`config.mk`:
```
export PLATFORM = sky130hd
export DESIGN_NAME = gpio_banked_regs
export DESIGN_NICKNAME = d
export VERILOG_FILES = /design/src/rtl/gpio_regs_pkg.sv /design/src/rtl/gpio_addr_decode.sv /design/src/rtl/gpio_sync2.sv /design/src/rtl/gpio_bank_regs.sv /design/src/rtl/gpio_banked_regs.sv
export SDC_FILE = /design/constraint.sdc
export NUM_CORES = 1
export LEC_CHECK = 0
export CAP_MARGIN = 20
export CORE_MARGIN = 4
export CORE_UTILIZATION = 39
export CTS_CLUSTER_SIZE = 25
export DETAILED_ROUTE_END_ITERATION = 6
export DONT_BUFFER_PORTS = 1
export PLACE_DENSITY = 0.57
export SYNTH_ARGS = -nofsm -noshare
export SYNTH_HDL_FRONTEND = slang
export SYNTH_SLANG_ARGS = --single-unit
```
`constraint.sdc`:
```
create_clock -name clk -period 1.05 [get_ports clk]
set_clock_uncertainty 0.05 [all_clocks]
set_input_delay 0.21 -clock clk [delete_from_list [all_inputs] [get_ports clk]]
set_output_delay 0.21 -clock clk [all_outputs]
set_load 0.05 [all_outputs]
```
`src/rtl/gpio_regs_pkg.sv`:
```
package gpio_regs_pkg;
    localparam int BANK_PINS    = 32;
    localparam int BASE_WORD    = 4;
    localparam int STRIDE_WORDS = 10;

    typedef enum logic [2:0] {
        REG_DIR,
        REG_OUT,
        REG_SET,
        REG_CLR,
        REG_IN,
        REG_RSV
    } reg_kind_e;
endpackage

```
`src/rtl/gpio_addr_decode.sv`:
```
module gpio_addr_decode
    import gpio_regs_pkg::*;
#(
    parameter int ADDR_W    = 8,
    parameter int NUM_BANKS = 2,
    parameter int BANK_W    = 1
) (
    input  logic [ADDR_W-1:0] addr,
    output logic              hit,
    output logic [BANK_W-1:0] bank_sel,
    output reg_kind_e         kind
);
    localparam logic [ADDR_W-1:0] BASE_A   = ADDR_W'(BASE_WORD);
    localparam logic [ADDR_W-1:0] STRIDE_A = ADDR_W'(STRIDE_WORDS);
    localparam logic [ADDR_W-1:0] NB_A     = ADDR_W'(NUM_BANKS);

    logic [ADDR_W-1:0] offset;
    logic [ADDR_W-1:0] bidx;
    logic [ADDR_W-1:0] slot;

    always_comb begin
        offset   = addr - BASE_A;
        bidx     = offset / STRIDE_A;
        slot     = offset - bidx * STRIDE_A;
        hit      = (addr >= BASE_A) && (bidx < NB_A);
        bank_sel = bidx[BANK_W-1:0];
        unique case (slot[3:0])
            4'd0:    kind = REG_DIR;
            4'd1:    kind = REG_OUT;
            4'd2:    kind = REG_SET;
            4'd3:    kind = REG_CLR;
            4'd4:    kind = REG_IN;
            default: kind = REG_RSV;
        endcase
    end
endmodule

```
`src/rtl/gpio_sync2.sv`:
```
module gpio_sync2 #(
    parameter int WIDTH = 32
) (
    input  logic             clk,
    input  logic             rst_n,
    input  logic [WIDTH-1:0] d,
    output logic [WIDTH-1:0] q
);
    logic [WIDTH-1:0] stage1;

    always_ff @(posedge clk or negedge rst_n) begin
        if (!rst_n) begin
            stage1 <= '0;
            q      <= '0;
        end else begin
            stage1 <= d;
            q      <= stage1;
        end
    end
endmodule

```
`src/rtl/gpio_bank_regs.sv`:
```
module gpio_bank_regs
    import gpio_regs_pkg::*;
#(
    parameter int WIDTH = 32
) (
    input  logic             clk,
    input  logic             rst_n,
    input  logic             wr_en,
    input  reg_kind_e        kind,
    input  logic [WIDTH-1:0] wdata,
    input  logic [WIDTH-1:0] pad_in,
    output logic [WIDTH-1:0] dir_q,
    output logic [WIDTH-1:0] out_q,
    output logic [WIDTH-1:0] rd_word
);
    logic [WIDTH-1:0] dir_d;
    logic [WIDTH-1:0] out_d;
    logic [WIDTH-1:0] in_sync;

    gpio_sync2 #(.WIDTH(WIDTH)) u_sync (
        .clk   (clk),
        .rst_n (rst_n),
        .d     (pad_in),
        .q     (in_sync)
    );

    always_comb begin
        dir_d = dir_q;
        out_d = out_q;
        if (wr_en) begin
            unique case (kind)
                REG_DIR: dir_d = wdata;
                REG_OUT: out_d = wdata;
                REG_SET: out_d = out_q | wdata;
                REG_CLR: out_d = out_q & ~wdata;
                default: ;
            endcase
        end
    end

    always_ff @(posedge clk or negedge rst_n) begin
        if (!rst_n) begin
            dir_q <= '1;
            out_q <= '0;
        end else begin
            dir_q <= dir_d;
            out_q <= out_d;
        end
    end

    always_comb begin
        unique case (kind)
            REG_DIR:                   rd_word = dir_q;
            REG_OUT, REG_SET, REG_CLR: rd_word = out_q;
            REG_IN:                    rd_word = in_sync;
            default:                   rd_word = '0;
        endcase
    end


    set_bits_chk: assert property (@(posedge clk) disable iff (!rst_n)
        (wr_en && kind == REG_SET) |=> ((out_q & $past(wdata)) == $past(wdata)));


    set_keep_chk: assert property (@(posedge clk) disable iff (!rst_n)
        (wr_en && kind == REG_SET) |=>
            ((out_q & ~$past(wdata)) == ($past(out_q) & ~$past(wdata))));


    clr_bits_chk: assert property (@(posedge clk) disable iff (!rst_n)
        (wr_en && kind == REG_CLR) |=> ((out_q & $past(wdata)) == '0));


    dir_hold_chk: assert property (@(posedge clk) disable iff (!rst_n)
        !(wr_en && kind == REG_DIR) |=> $stable(dir_q));
endmodule

```
`src/rtl/gpio_banked_regs.sv`:
```
module gpio_banked_regs
    import gpio_regs_pkg::*;
#(
    parameter int ADDR_W    = 8,
    parameter int NUM_BANKS = 2
) (
    input  logic                           clk,
    input  logic                           rst_n,
    input  logic                           bus_en,
    input  logic                           bus_we,
    input  logic [ADDR_W-1:0]              bus_addr,
    input  logic [BANK_PINS-1:0]           bus_wdata,
    output logic [BANK_PINS-1:0]           bus_rdata,
    input  logic [BANK_PINS*NUM_BANKS-1:0] pad_in,
    output logic [BANK_PINS*NUM_BANKS-1:0] pad_out,
    output logic [BANK_PINS*NUM_BANKS-1:0] pad_oe
);
    localparam int BANK_W = (NUM_BANKS > 1) ? $clog2(NUM_BANKS) : 1;

    logic              hit;
    logic [BANK_W-1:0] bank_sel;
    reg_kind_e         kind;
    logic [BANK_PINS-1:0] rd_words [NUM_BANKS];

    gpio_addr_decode #(
        .ADDR_W    (ADDR_W),
        .NUM_BANKS (NUM_BANKS),
        .BANK_W    (BANK_W)
    ) u_dec (
        .addr     (bus_addr),
        .hit      (hit),
        .bank_sel (bank_sel),
        .kind     (kind)
    );

    for (genvar b = 0; b < NUM_BANKS; b++) begin : g_bank
        logic [BANK_PINS-1:0] dir_q;
        logic [BANK_PINS-1:0] out_q;
        logic                 wr_en;

        assign wr_en = bus_en && bus_we && hit && (bank_sel == BANK_W'(b));

        gpio_bank_regs #(.WIDTH(BANK_PINS)) u_bank (
            .clk     (clk),
            .rst_n   (rst_n),
            .wr_en   (wr_en),
            .kind    (kind),
            .wdata   (bus_wdata),
            .pad_in  (pad_in[b*BANK_PINS +: BANK_PINS]),
            .dir_q   (dir_q),
            .out_q   (out_q),
            .rd_word (rd_words[b])
        );

        assign pad_out[b*BANK_PINS +: BANK_PINS] = out_q;
        assign pad_oe[b*BANK_PINS +: BANK_PINS]  = ~dir_q;
    end

    always_ff @(posedge clk or negedge rst_n) begin
        if (!rst_n) begin
            bus_rdata <= '0;
        end else if (bus_en && !bus_we) begin
            bus_rdata <= hit ? rd_words[bank_sel] : '0;
        end
    end


    rdata_hold_chk: assert property (@(posedge clk) disable iff (!rst_n)
        (!bus_en || bus_we) |=> $stable(bus_rdata));


    oe_tracks_write_chk: assert property (@(posedge clk) disable iff (!rst_n)
        (bus_en && bus_we && hit && kind == REG_DIR && bank_sel == '0) |=>
            (pad_oe[BANK_PINS-1:0] == ~$past(bus_wdata)));
endmodule

```
==> results.ini, run 1 <==
[placed_design]
placed_area_sq_um=16000
gp_congestion=0.824
place.detailed.instances=1689
detailed_place_hpwl_um=26000
port_buffers=0

[logic_synthesis]
post_synth_instance_area_sq_um=12400
async_s_r_ff_share_synth_pct=100
syn-instance-count=1115
mean_area_per_synthesized_cell_sq_um=11.1
synthesized_netlist_net_count=1228
synth-seq-cells=288
synth_top_flop_cell=sky130_fd_sc_hd__dfrtp_1
synthDistinctLibCells=63
synth_warnings=0
synth_enable_flop_cells=0
yosysSeqAreaShare_pct=58.7

[grt]
grt_start_max_net_pins=289
overall_track_demand_over_capacity_in_global_routing_pct=25.0
first_global_vias=10900
grt_first_pass_wirelength_um=67800
grt_antenna_before_repair=1
grt_remaining_overflow=0

[timing]
period_needed_ns=4.22
tns_ns=-530.42
setup_viol_count_final=320
fmax_mhz=237
final_min_period_over_clock_period_pct=402
rsz0062_at_grt=yes
timing.slew.headroom_pct=49.4
final-max-slew-violation-count=0
worst_slack_ns=-3.17
worst_hold_slack_across_all_endpoints_ns=-0.642
finalHoldViolations=288
least_margin_pin_slew_ns=0.759

[floorplanning]
vertical_die_dimension_um=186
die_footprint_sq_um=34700
floorplan_row_count=65
num_io_pins=268
core-area_sq_um=31500
die-width_um=186
initial_utilization_pct=39.4

[outcome]
run_status=finished with violations
failed_checks=hold timing, setup timing

[detailed_routing]
detail_route.wirelength_um=45900
detail_route.vias_per_cell=5.55
drtIter0Drc=664
firstDrtPassIters=5
routedWlPerCell_um=23.3
final_antenna_net_count=0
drc=0
vias=10900

[critical_path]
critPathRequiredTime_ns=1.42
path_max_fanout=9
startpoint_type=input port
timing.setup.critical_path_class=in2reg
timing.critical_path.arrival_ns=4.60
worstSetupEndpointType=register
reg2reg_depth=5
most_common_cell_on_crit_path=sky130_fd_sc_hd__or4_4
critical_path.max_stage_delay_ns=0.60
cpMaxStageDelayCell=sky130_fd_sc_hd__fa_4
cell_chain_of_the_critical_path=or4_4, or3_4, o2111a_1, or2_4, or4_4, o2111ai_4, nand2_4, ha_4, inv_2, fa_4, nand3b_1, or4_4, nor4_4, buf_6, buf_12, mux2i_2

[final_layout]
drive_above_1_share_pct=45.5
nets=1657
finalNonFillerCells=1971
area_delta_synth_final_pct=65.3
layout.cell_area.non_filler_sq_um=20500
final_core_utilization_pct=65.2

[worst_hold_path]
worstHoldPathType=in2async

[power_and_ir_drop]
max-vdd-ir-drop_v=0.00141
leakage_nw=8.91
design_power_total_mw=39.3
power.density_nw_per_um2=1920

[clock_tree]
clockBufferDepth=3
cts_htree_levels=2
clock_latency_ns=0.50
cts_tree=done
ctsRootBufferMaster=sky130_fd_sc_hd__clkbuf_16
numClockSinks=288
clock_buffer_count_from_cts=34
cts.clk_slew.worst_paths_ns=0.06

[flow_run]
count_of_max_cap_constraint_violations=0

[worst paths after layout]
check / startpoint / end / slack [ns]
setup / recovery: bus_addr[3] / g_bank[0].u_bank.dir_q[20] / -3.17
hold / removal: rst_n / g_bank[1].u_bank.u_sync.stage1[24] / -0.64
setup reg to reg: g_bank[1].u_bank.out_q[15] / bus_rdata[15] / -0.22
hold reg to reg: g_bank[0].u_bank.u_sync.stage1[13] / g_bank[0].u_bank.u_sync.q[13] / 0.29
max in group asynchronous: rst_n / g_bank[0].u_bank.out_q[1] / 0.92
min in group clk: bus_addr[0] / bus_rdata[3] / 0.19
[critical path, delay by kind of cell]
family	cells	cell delay (ns)
multiplexers	1	0.22
AO/OA/AOI/OAI	2	0.27
adder cells (fa/ha/maj)	2	0.76
buffers and inverters	3	0.49
AND/OR/NAND/NOR	8	2.62
[registers in the layout, indices dropped and copies added (netlist names)]
register,flops
g_bank.u_bank.dir_q,64
g_bank.u_bank.u_sync.q,64
bus_rdata,32
g_bank.u_bank.u_sync.stage1,64
g_bank.u_bank.out_q,64
[per-layer routing]
| layer | up-vias | track usage (%) | share of wire, % |
|---|---|---|---|
| met2 | 460 | 42.3 | 50 |
| met1 | 5517 | 31.8 | 40 |
| met5 | - | 0 | 0 |
| met3 | 78 | 7.07 | 7.6 |
| met4 | 0 | 7.00 | 2.8 |
| li1 | 4890 | - | - |
[cell usage after synthesis (8+ instances only)]
cell type	n	area [sq um]
sky130_fd_sc_hd__dfrtp_1	224	5610
sky130_fd_sc_hd__o21ai_0	134	671
sky130_fd_sc_hd__inv_1	104	390
sky130_fd_sc_hd__mux2i_1	97	971
sky130_fd_sc_hd__nand2_1	75	282
sky130_fd_sc_hd__dfstp_2	64	1680
sky130_fd_sc_hd__clkbuf_1	63	236
sky130_fd_sc_hd__nand3_1	38	190
sky130_fd_sc_hd__a21oi_1	37	185
sky130_fd_sc_hd__nand3b_1	34	255
sky130_fd_sc_hd__a22o_1	32	280
sky130_fd_sc_hd__a31oi_1	32	200
sky130_fd_sc_hd__o41ai_1	32	280
sky130_fd_sc_hd__a32oi_1	28	245
sky130_fd_sc_hd__buf_2	14	70.1
sky130_fd_sc_hd__o211ai_1	8	60.1
[where the power goes]
part	internal, mW	leakage [nW]	switching [mW]	total, mW
logic	6.06	4.89	8.60	14.7
clock network	6.88	0.537	4.63	11.5
registers	12.4	3.48	0.749	13.1
[placed cells by master, fill, tap and decap left out, types with 28 or more instances in the layout]
cell type	n
sky130_fd_sc_hd__dfstp_2	64
sky130_fd_sc_hd__dlygate4sd3_1	97
sky130_fd_sc_hd__nand3_1	38
sky130_fd_sc_hd__o21ai_2	55
sky130_fd_sc_hd__buf_6	84
sky130_fd_sc_hd__a22o_1	32
sky130_fd_sc_hd__inv_2	57
sky130_fd_sc_hd__a32oi_1	28
sky130_fd_sc_hd__a31oi_1	32
sky130_fd_sc_hd__mux2i_1	92
sky130_fd_sc_hd__buf_12	121
sky130_fd_sc_hd__inv_1	37
sky130_fd_sc_hd__buf_4	164
sky130_fd_sc_hd__nand2_1	71
sky130_fd_sc_hd__nand3b_1	34
sky130_fd_sc_hd__clkbuf_16	37
sky130_fd_sc_hd__dfrtp_1	218
sky130_fd_sc_hd__o21ai_0	39
sky130_fd_sc_hd__a21oi_1	37
[metrics by stage]
step,hold WS (ns),setup slack (ns)
finish,-0.642,-3.17
floorplan,-0.136,-3.56
global placement,-0.126,-3.57
global route,-0.663,-3.25
CTS,-0.660,-3.07
detailed placement,-0.127,-3.69
[logic make-up after synthesis]
kind of cell	count (synthesis)	synth area share, %
flip-flops	288	58.7
buffers and inverters	195	6.46
XOR/XNOR	4	0.282
AND/OR/NAND/NOR	194	8.43
multiplexers	99	8.00
adder cells (fa/ha/maj)	6	0.645
AO/OA/AOI/OAI	329	17.5
[cell type report]
class,count,area [sq um]
Fill cell,2294,11000
Sequential cell,288,7290
Timing Repair Buffer,484,6040
Multi-Input combinational cell,632,5160
Clock buffer,49,998
Tap cell,402,503
Inverter,104,420
Clock inverter,11,96.3
Antenna cell,1,2.50
[timing repair]
action / in CTS / in global routing
hold buffers: 95 / 2
endpoints found under the hold margin: 480 / 293
buffers inserted: 25 / 85
gates resized for setup: 158 / 220
gates cloned: 19 / 2
endpoints found under the setup margin: 320 / 320
pin swaps: 26 / 23
Note: power is estimated with default switching activity, not from simulation.
==> run 2, diff against run 1 <==
--- a/config.mk
+++ b/config.mk
@@ -7,11 +7,13 @@
 export LEC_CHECK = 0
 export CAP_MARGIN = 20
 export CORE_MARGIN = 4
-export CORE_UTILIZATION = 39
+export CORE_UTILIZATION = 50
+export CTS_BUF_LIST = sky130_fd_sc_hd__clkbuf_16
 export CTS_CLUSTER_SIZE = 25
 export DETAILED_ROUTE_END_ITERATION = 6
 export DONT_BUFFER_PORTS = 1
-export PLACE_DENSITY = 0.57
+export PLACE_DENSITY = 0.7
+export SETUP_SLACK_MARGIN = 0.4
 export SYNTH_ARGS = -nofsm -noshare
 export SYNTH_HDL_FRONTEND = slang
 export SYNTH_SLANG_ARGS = --single-unit
==> run 2 against run 1 <==
The run still ends with hold timing, setup timing left. Critical path type unchanged. Non-clock buffer count grew 66. Final cell count shrank 0.91%. Combinational power rose by 14%.
==> results.ini, run 2 (same netlist as run 1, synthesis figures left out) <==
[timing]
final-max-slew-violation-count=0
fmax_mhz=235
finalHoldViolations=288
least_margin_pin_slew_ns=0.941
worst_hold_slack_across_all_endpoints_ns=-0.693
worst_slack_ns=-3.20
timing.slew.headroom_pct=37.3
final_min_period_over_clock_period_pct=405
period_needed_ns=4.25
setup_viol_count_final=320
rsz0062_at_grt=yes

[grt]
first_global_vias=12700
overall_track_demand_over_capacity_in_global_routing_pct=36.2
grt.met2_usage_pct=58.7
grt_remaining_overflow=0
top_usage_layer=met2
grt_start_max_net_pins=289
globalRouteMet3Util_pct=10.2
grt_antenna_before_repair=2
grt.met1_usage_pct=43.9
grt_first_pass_wirelength_um=75300

[detailed_routing]
firstDrtPassIters=6
routedWlPerCell_um=29.2
vias=12600
detail_route.vias_per_cell=6.44
detail_route.wirelength_um=57000
drc=0
drtIter0Drc=1302
final_antenna_net_count=0

[clock_tree]
cts_htree_levels=1
cts_tree=done
clock_buffer_count_from_cts=29
ctsRootBufferMaster=sky130_fd_sc_hd__clkbuf_16
ctsHoldBuffers=96
numClockSinks=288
cts.clk_slew.worst_paths_ns=0.06
clockBufferDepth=3
clock_latency_ns=0.57

[flow_run]
count_of_max_cap_constraint_violations=0

[critical_path]
path_max_fanout=9
critPathRequiredTime_ns=1.45
timing.setup.critical_path_class=in2reg
timing.critical_path.arrival_ns=4.66
startpoint_type=input port
worstSetupEndpointType=register

[placed_design]
port_buffers=0
detailed_place_hpwl_um=24800
gp_congestion=0.869

[floorplanning]
die-width_um=166
core-area_sq_um=24400
vertical_die_dimension_um=166
initial_utilization_pct=50.9
num_io_pins=268
die_footprint_sq_um=27400
floorplan_row_count=57

[power_and_ir_drop]
power.density_nw_per_um2=1900
design_power_total_mw=40.5
leakage_nw=9.12
max-vdd-ir-drop_v=0.00155

[outcome]
run_status=finished with violations
failed_checks=hold timing, setup timing

[final_layout]
mostFrequentLayoutCells=sky130_fd_sc_hd__buf_4 (207), sky130_fd_sc_hd__dfrtp_1 (128), sky130_fd_sc_hd__buf_12 (109)
nets=1718
drive_above_1_share_pct=53.7
fill_cells=988
final_common_cell=sky130_fd_sc_hd__buf_4
area_delta_synth_final_pct=71.3

[worst_hold_path]
worstHoldPathType=in2async

run 2: cell types whose count changed in the layout (fill, tap and decap cells not counted), sizes merged:
cell / change
inv: +5
clkbuf: -20
buf: +70
clkinv: +4
dlygate4sd3: -1
bufinv: +1
bufbuf: -3
clkinvlp: +4
run 2: stage by stage:
stage / cells / area (sq um) / setup WS [ns] / TNS, ns / util, %
after floorplan: 1115 / 12900 / -3.56 / -526.27 / -
after global placement: 1602 / 15700 / -3.56 / -529.76 / 64.4
after detailed placement: 1602 / 15700 / -3.67 / -542.93 / 64.4
after CTS: 1873 / 20200 / -3.04 / -527.24 / 82.8
after global routing: 1953 / 21300 / -3.26 / -565.83 / 87.2
final: 1953 / 21300 / -3.20 / -549.01 / 87.2
run 2: cell type report:
cell class                 count  area, sq um  area share [%]
inverter                     104          443            2.08
clock buffer                  29          726            3.41
antenna                        1         2.50          0.0118
tap                          324          405            1.91
clock inverter                25          198           0.930
multi-input combinational    632         5330            25.1
sequential                   288         7410            34.8
timing repair buffer         550         6750            31.7
run 2: per-layer routing:
layer  routed length (um)  vias to the layer above
met5                   12                        -
met4                 4170                        2
met3                 6280                      352
met2                27200                      958
met1                19300                     6277
li1                     -                     4993
run 2: where the power goes:
group          switching [mW]  leakage, nW  internal [mW]
Combinational            9.84         5.32           7.01
Clock                    4.74        0.457           5.57
Sequential              0.876         3.34           12.4
run 2: path summary, 6_finish.rpt:
| check | startpoint | to | slack [ns] | cells past startpoint |
|---|---|---|---|---|
| max | bus_addr[3] | g_bank[0].u_bank.dir_q[1] | -3.20 | 16 |
| min | rst_n | g_bank[1].u_bank.u_sync.q[30] | -0.69 | 0 |
| max reg2reg | g_bank[1].u_bank.out_q[2] | bus_rdata[2] | -0.48 | 5 |
| min reg2reg | g_bank[1].u_bank.u_sync.stage1[13] | g_bank[1].u_bank.u_sync.q[13] | 0.30 | 0 |
| max in group asynchronous | rst_n | bus_rdata[4] | 0.81 | 0 |
| min in group clk | bus_wdata[26] | g_bank[0].u_bank.out_q[26] | 0.01 | 3 |
run 2: critical path, stage by stage:
cell and delay (ns):
sky130_fd_sc_hd__or4_4 0.57, sky130_fd_sc_hd__or3_4 0.35, sky130_fd_sc_hd__o2111a_1 0.15, sky130_fd_sc_hd__or2_4 0.26, sky130_fd_sc_hd__or4_4 0.46, sky130_fd_sc_hd__o2111ai_4 0.13
sky130_fd_sc_hd__nand2_4 0.09, sky130_fd_sc_hd__ha_4 0.16, sky130_fd_sc_hd__inv_2 0.05, sky130_fd_sc_hd__fa_4 0.60, sky130_fd_sc_hd__nand3b_1 0.21, sky130_fd_sc_hd__or4_4 0.44
sky130_fd_sc_hd__nor4_4 0.28, sky130_fd_sc_hd__buf_6 0.20, sky130_fd_sc_hd__buf_16 0.17, sky130_fd_sc_hd__mux2i_1 0.32
run 2: what timing repair did:
item,CTS,global route
resized for setup,346,93
setup buffers,97,77
gates cloned,24,2
pin swaps,35,23
hold endpoints to repair,480,288
endpoints found under the setup margin,320,320
==> run 3, diff against run 2 <==
--- a/config.mk
+++ b/config.mk
@@ -13,7 +13,10 @@
 export DETAILED_ROUTE_END_ITERATION = 6
 export DONT_BUFFER_PORTS = 1
 export PLACE_DENSITY = 0.7
+export REMOVE_ABC_BUFFERS = 1
 export SETUP_SLACK_MARGIN = 0.4
+export SKIP_LAST_GASP = 1
+export SLEW_MARGIN = 20
 export SYNTH_ARGS = -nofsm -noshare
 export SYNTH_HDL_FRONTEND = slang
 export SYNTH_SLANG_ARGS = --single-unit
==> run 3 against run 2 <==
The run still ends with hold timing, setup timing left. Routed wire length shrank 6.8%. Count of clock-buffer cells in the layout is 1 higher. Power shrank 2.9%. Critical path depth is 1 higher. Die area is the same. Fmax is 1.0% higher. Via count decreased by 2.4%. First-iteration DRC count is the same. Cell area fell by 2.4%. Combinational power down 7%. Largest power group unchanged.
==> results.ini, run 3 (same netlist as run 1, synthesis figures left out) <==
[detailed_routing]
drc=0
detail_route.wirelength_um=53100
detail_route.vias_per_cell=6.25
vias=12300
final_antenna_net_count=0
drtIter0Drc=1302
firstDrtPassIters=5
routedWlPerCell_um=27.0

[clock_tree]
numClockSinks=288
ctsHoldBuffers=96
clock_buffer_count_from_cts=30
clock_latency_ns=0.60
ctsRootBufferMaster=sky130_fd_sc_hd__clkbuf_16
cts.clk_slew.worst_paths_ns=0.07
clockBufferDepth=3
cts_htree_levels=1
cts_tree=done

[floorplanning]
vertical_die_dimension_um=166
core-area_sq_um=24400
die-width_um=166
initial_utilization_pct=50.9
num_io_pins=268
floorplan_row_count=57
die_footprint_sq_um=27400

[critical_path]
path_max_fanout=9
timing.critical_path.arrival_ns=4.66
worstSetupEndpointType=register
critPathRequiredTime_ns=1.50
startpoint_type=input port
timing.setup.critical_path_class=in2reg

[final_layout]
final_common_cell=sky130_fd_sc_hd__buf_4
fill_cells=1128
seq_area_sq_um=7290
mostFrequentLayoutCells=sky130_fd_sc_hd__buf_4 (241), sky130_fd_sc_hd__dfrtp_1 (222), sky130_fd_sc_hd__buf_12 (114)
final_core_utilization_pct=85.1
finalNonFillerCells=1965
area_delta_synth_final_pct=67.3
drive_above_1_share_pct=46.9
multiInputGateArea_sq_um=5190
nets=1729

[grt]
grt_first_pass_wirelength_um=71800
overall_track_demand_over_capacity_in_global_routing_pct=34.2
grt_antenna_before_repair=2
grt_start_max_net_pins=289
grt_remaining_overflow=0
first_global_vias=12200

[timing]
final-max-slew-violation-count=0
setup_viol_count_final=320
worst_slack_ns=-3.16
final_min_period_over_clock_period_pct=401
rsz0062_at_grt=yes
finalHoldViolations=288
timing.slew.headroom_pct=42.7
fmax_mhz=237
least_margin_pin_slew_ns=0.860
worst_hold_slack_across_all_endpoints_ns=-0.696
period_needed_ns=4.21

[power_and_ir_drop]
leakage_nw=9.19
power.density_nw_per_um2=1890
max-vdd-ir-drop_v=0.00194

[flow_run]
count_of_max_cap_constraint_violations=0

[placed_design]
port_buffers=0
place.detailed.instances=1614
detailed_place_hpwl_um=25700
gp_congestion=0.844

[worst_hold_path]
worstHoldPathType=in2async

[outcome]
failed_checks=hold timing, setup timing
run_status=finished with violations

-- run 3: repair_timing --
| action | in CTS | in global routing |
|---|---|---|
| cloned | 12 | 3 |
| endpoints found under the hold margin | 480 | 288 |
| endpoints found under the setup margin | 320 | 320 |
| pin swaps | 23 | 16 |
| gates resized for setup | 268 | 151 |
| buffers inserted | 108 | 75 |
-- run 3: layer usage --
layer  vias up  track usage, %  wire, um
met3       267            8.61      5810
li1       5003               -         -
met1      6094            42.3     17700
met4         0            15.1      3440
met2       918            57.1     26100
met5         -               0         0
-- run 3: final timing paths --
kind	from	end	slack, ns	cells past startpoint
setup reg to reg	g_bank[1].u_bank.dir_q[20]	bus_rdata[20]	-0.43	5
setup / recovery	bus_addr[3]	g_bank[0].u_bank.dir_q[11]	-3.16	17
hold reg to reg	g_bank[1].u_bank.u_sync.stage1[0]	g_bank[1].u_bank.u_sync.q[0]	0.30	0
hold / removal	rst_n	g_bank[1].u_bank.u_sync.stage1[14]	-0.70	0
max in group asynchronous	rst_n	g_bank[1].u_bank.u_sync.stage1[9]	1.04	0
min in group clk	bus_wdata[15]	g_bank[0].u_bank.out_q[15]	0.08	3
-- run 3: power by group --
part | total [mW] | leakage (nW) | internal (mW) | switching (mW)
clock | 10.5 | 0.486 | 5.71 | 4.76
sequential | 13.2 | 3.49 | 12.3 | 0.841
combinational | 15.7 | 5.21 | 6.49 | 9.18
-- run 3: metrics by stage --
| stage | area [sq um] | setup WS (ns) | total power [mW] | setup TNS [ns] |
|---|---|---|---|---|
| CTS | 19400 | -3.10 | 36.8 | -526.58 |
| floorplan | 12000 | -9.06 | 18.6 | -1111.25 |
| global route | 20800 | -3.24 | 40.4 | -568.57 |
| finish | 20800 | -3.16 | 39.3 | -550.56 |
| global placement | 15700 | -3.57 | 24.2 | -552.34 |
| detailed placement | 15700 | -3.70 | 24.5 | -568.27 |
-- run 3: worst max-delay path, stage by stage --
cell and delay [ns]:
sky130_fd_sc_hd__or4_4 0.56, sky130_fd_sc_hd__or3_4 0.35, sky130_fd_sc_hd__o2111a_1 0.15, sky130_fd_sc_hd__or2_4 0.25, sky130_fd_sc_hd__or4_4 0.45, sky130_fd_sc_hd__o2111ai_4 0.12, sky130_fd_sc_hd__nand2_4 0.09, sky130_fd_sc_hd__ha_4 0.16
sky130_fd_sc_hd__inv_2 0.05, sky130_fd_sc_hd__fa_4 0.61, sky130_fd_sc_hd__nand3b_1 0.24, sky130_fd_sc_hd__or4_4 0.47, sky130_fd_sc_hd__nor4_4 0.17, sky130_fd_sc_hd__buf_6 0.20, sky130_fd_sc_hd__buf_4 0.15, sky130_fd_sc_hd__buf_16 0.13
sky130_fd_sc_hd__mux2i_1 0.29
-- run 3: final cells by class --
type                    instances  area share (%)
flip-flops and latches        288            35.1
repair buffers                560            31.3
multi-input cells             632            25.0
clock buffers                  30            3.62
inverters                     104            2.01
well taps                     324            1.95
clock inverters                25           0.952
diodes                          2          0.0241
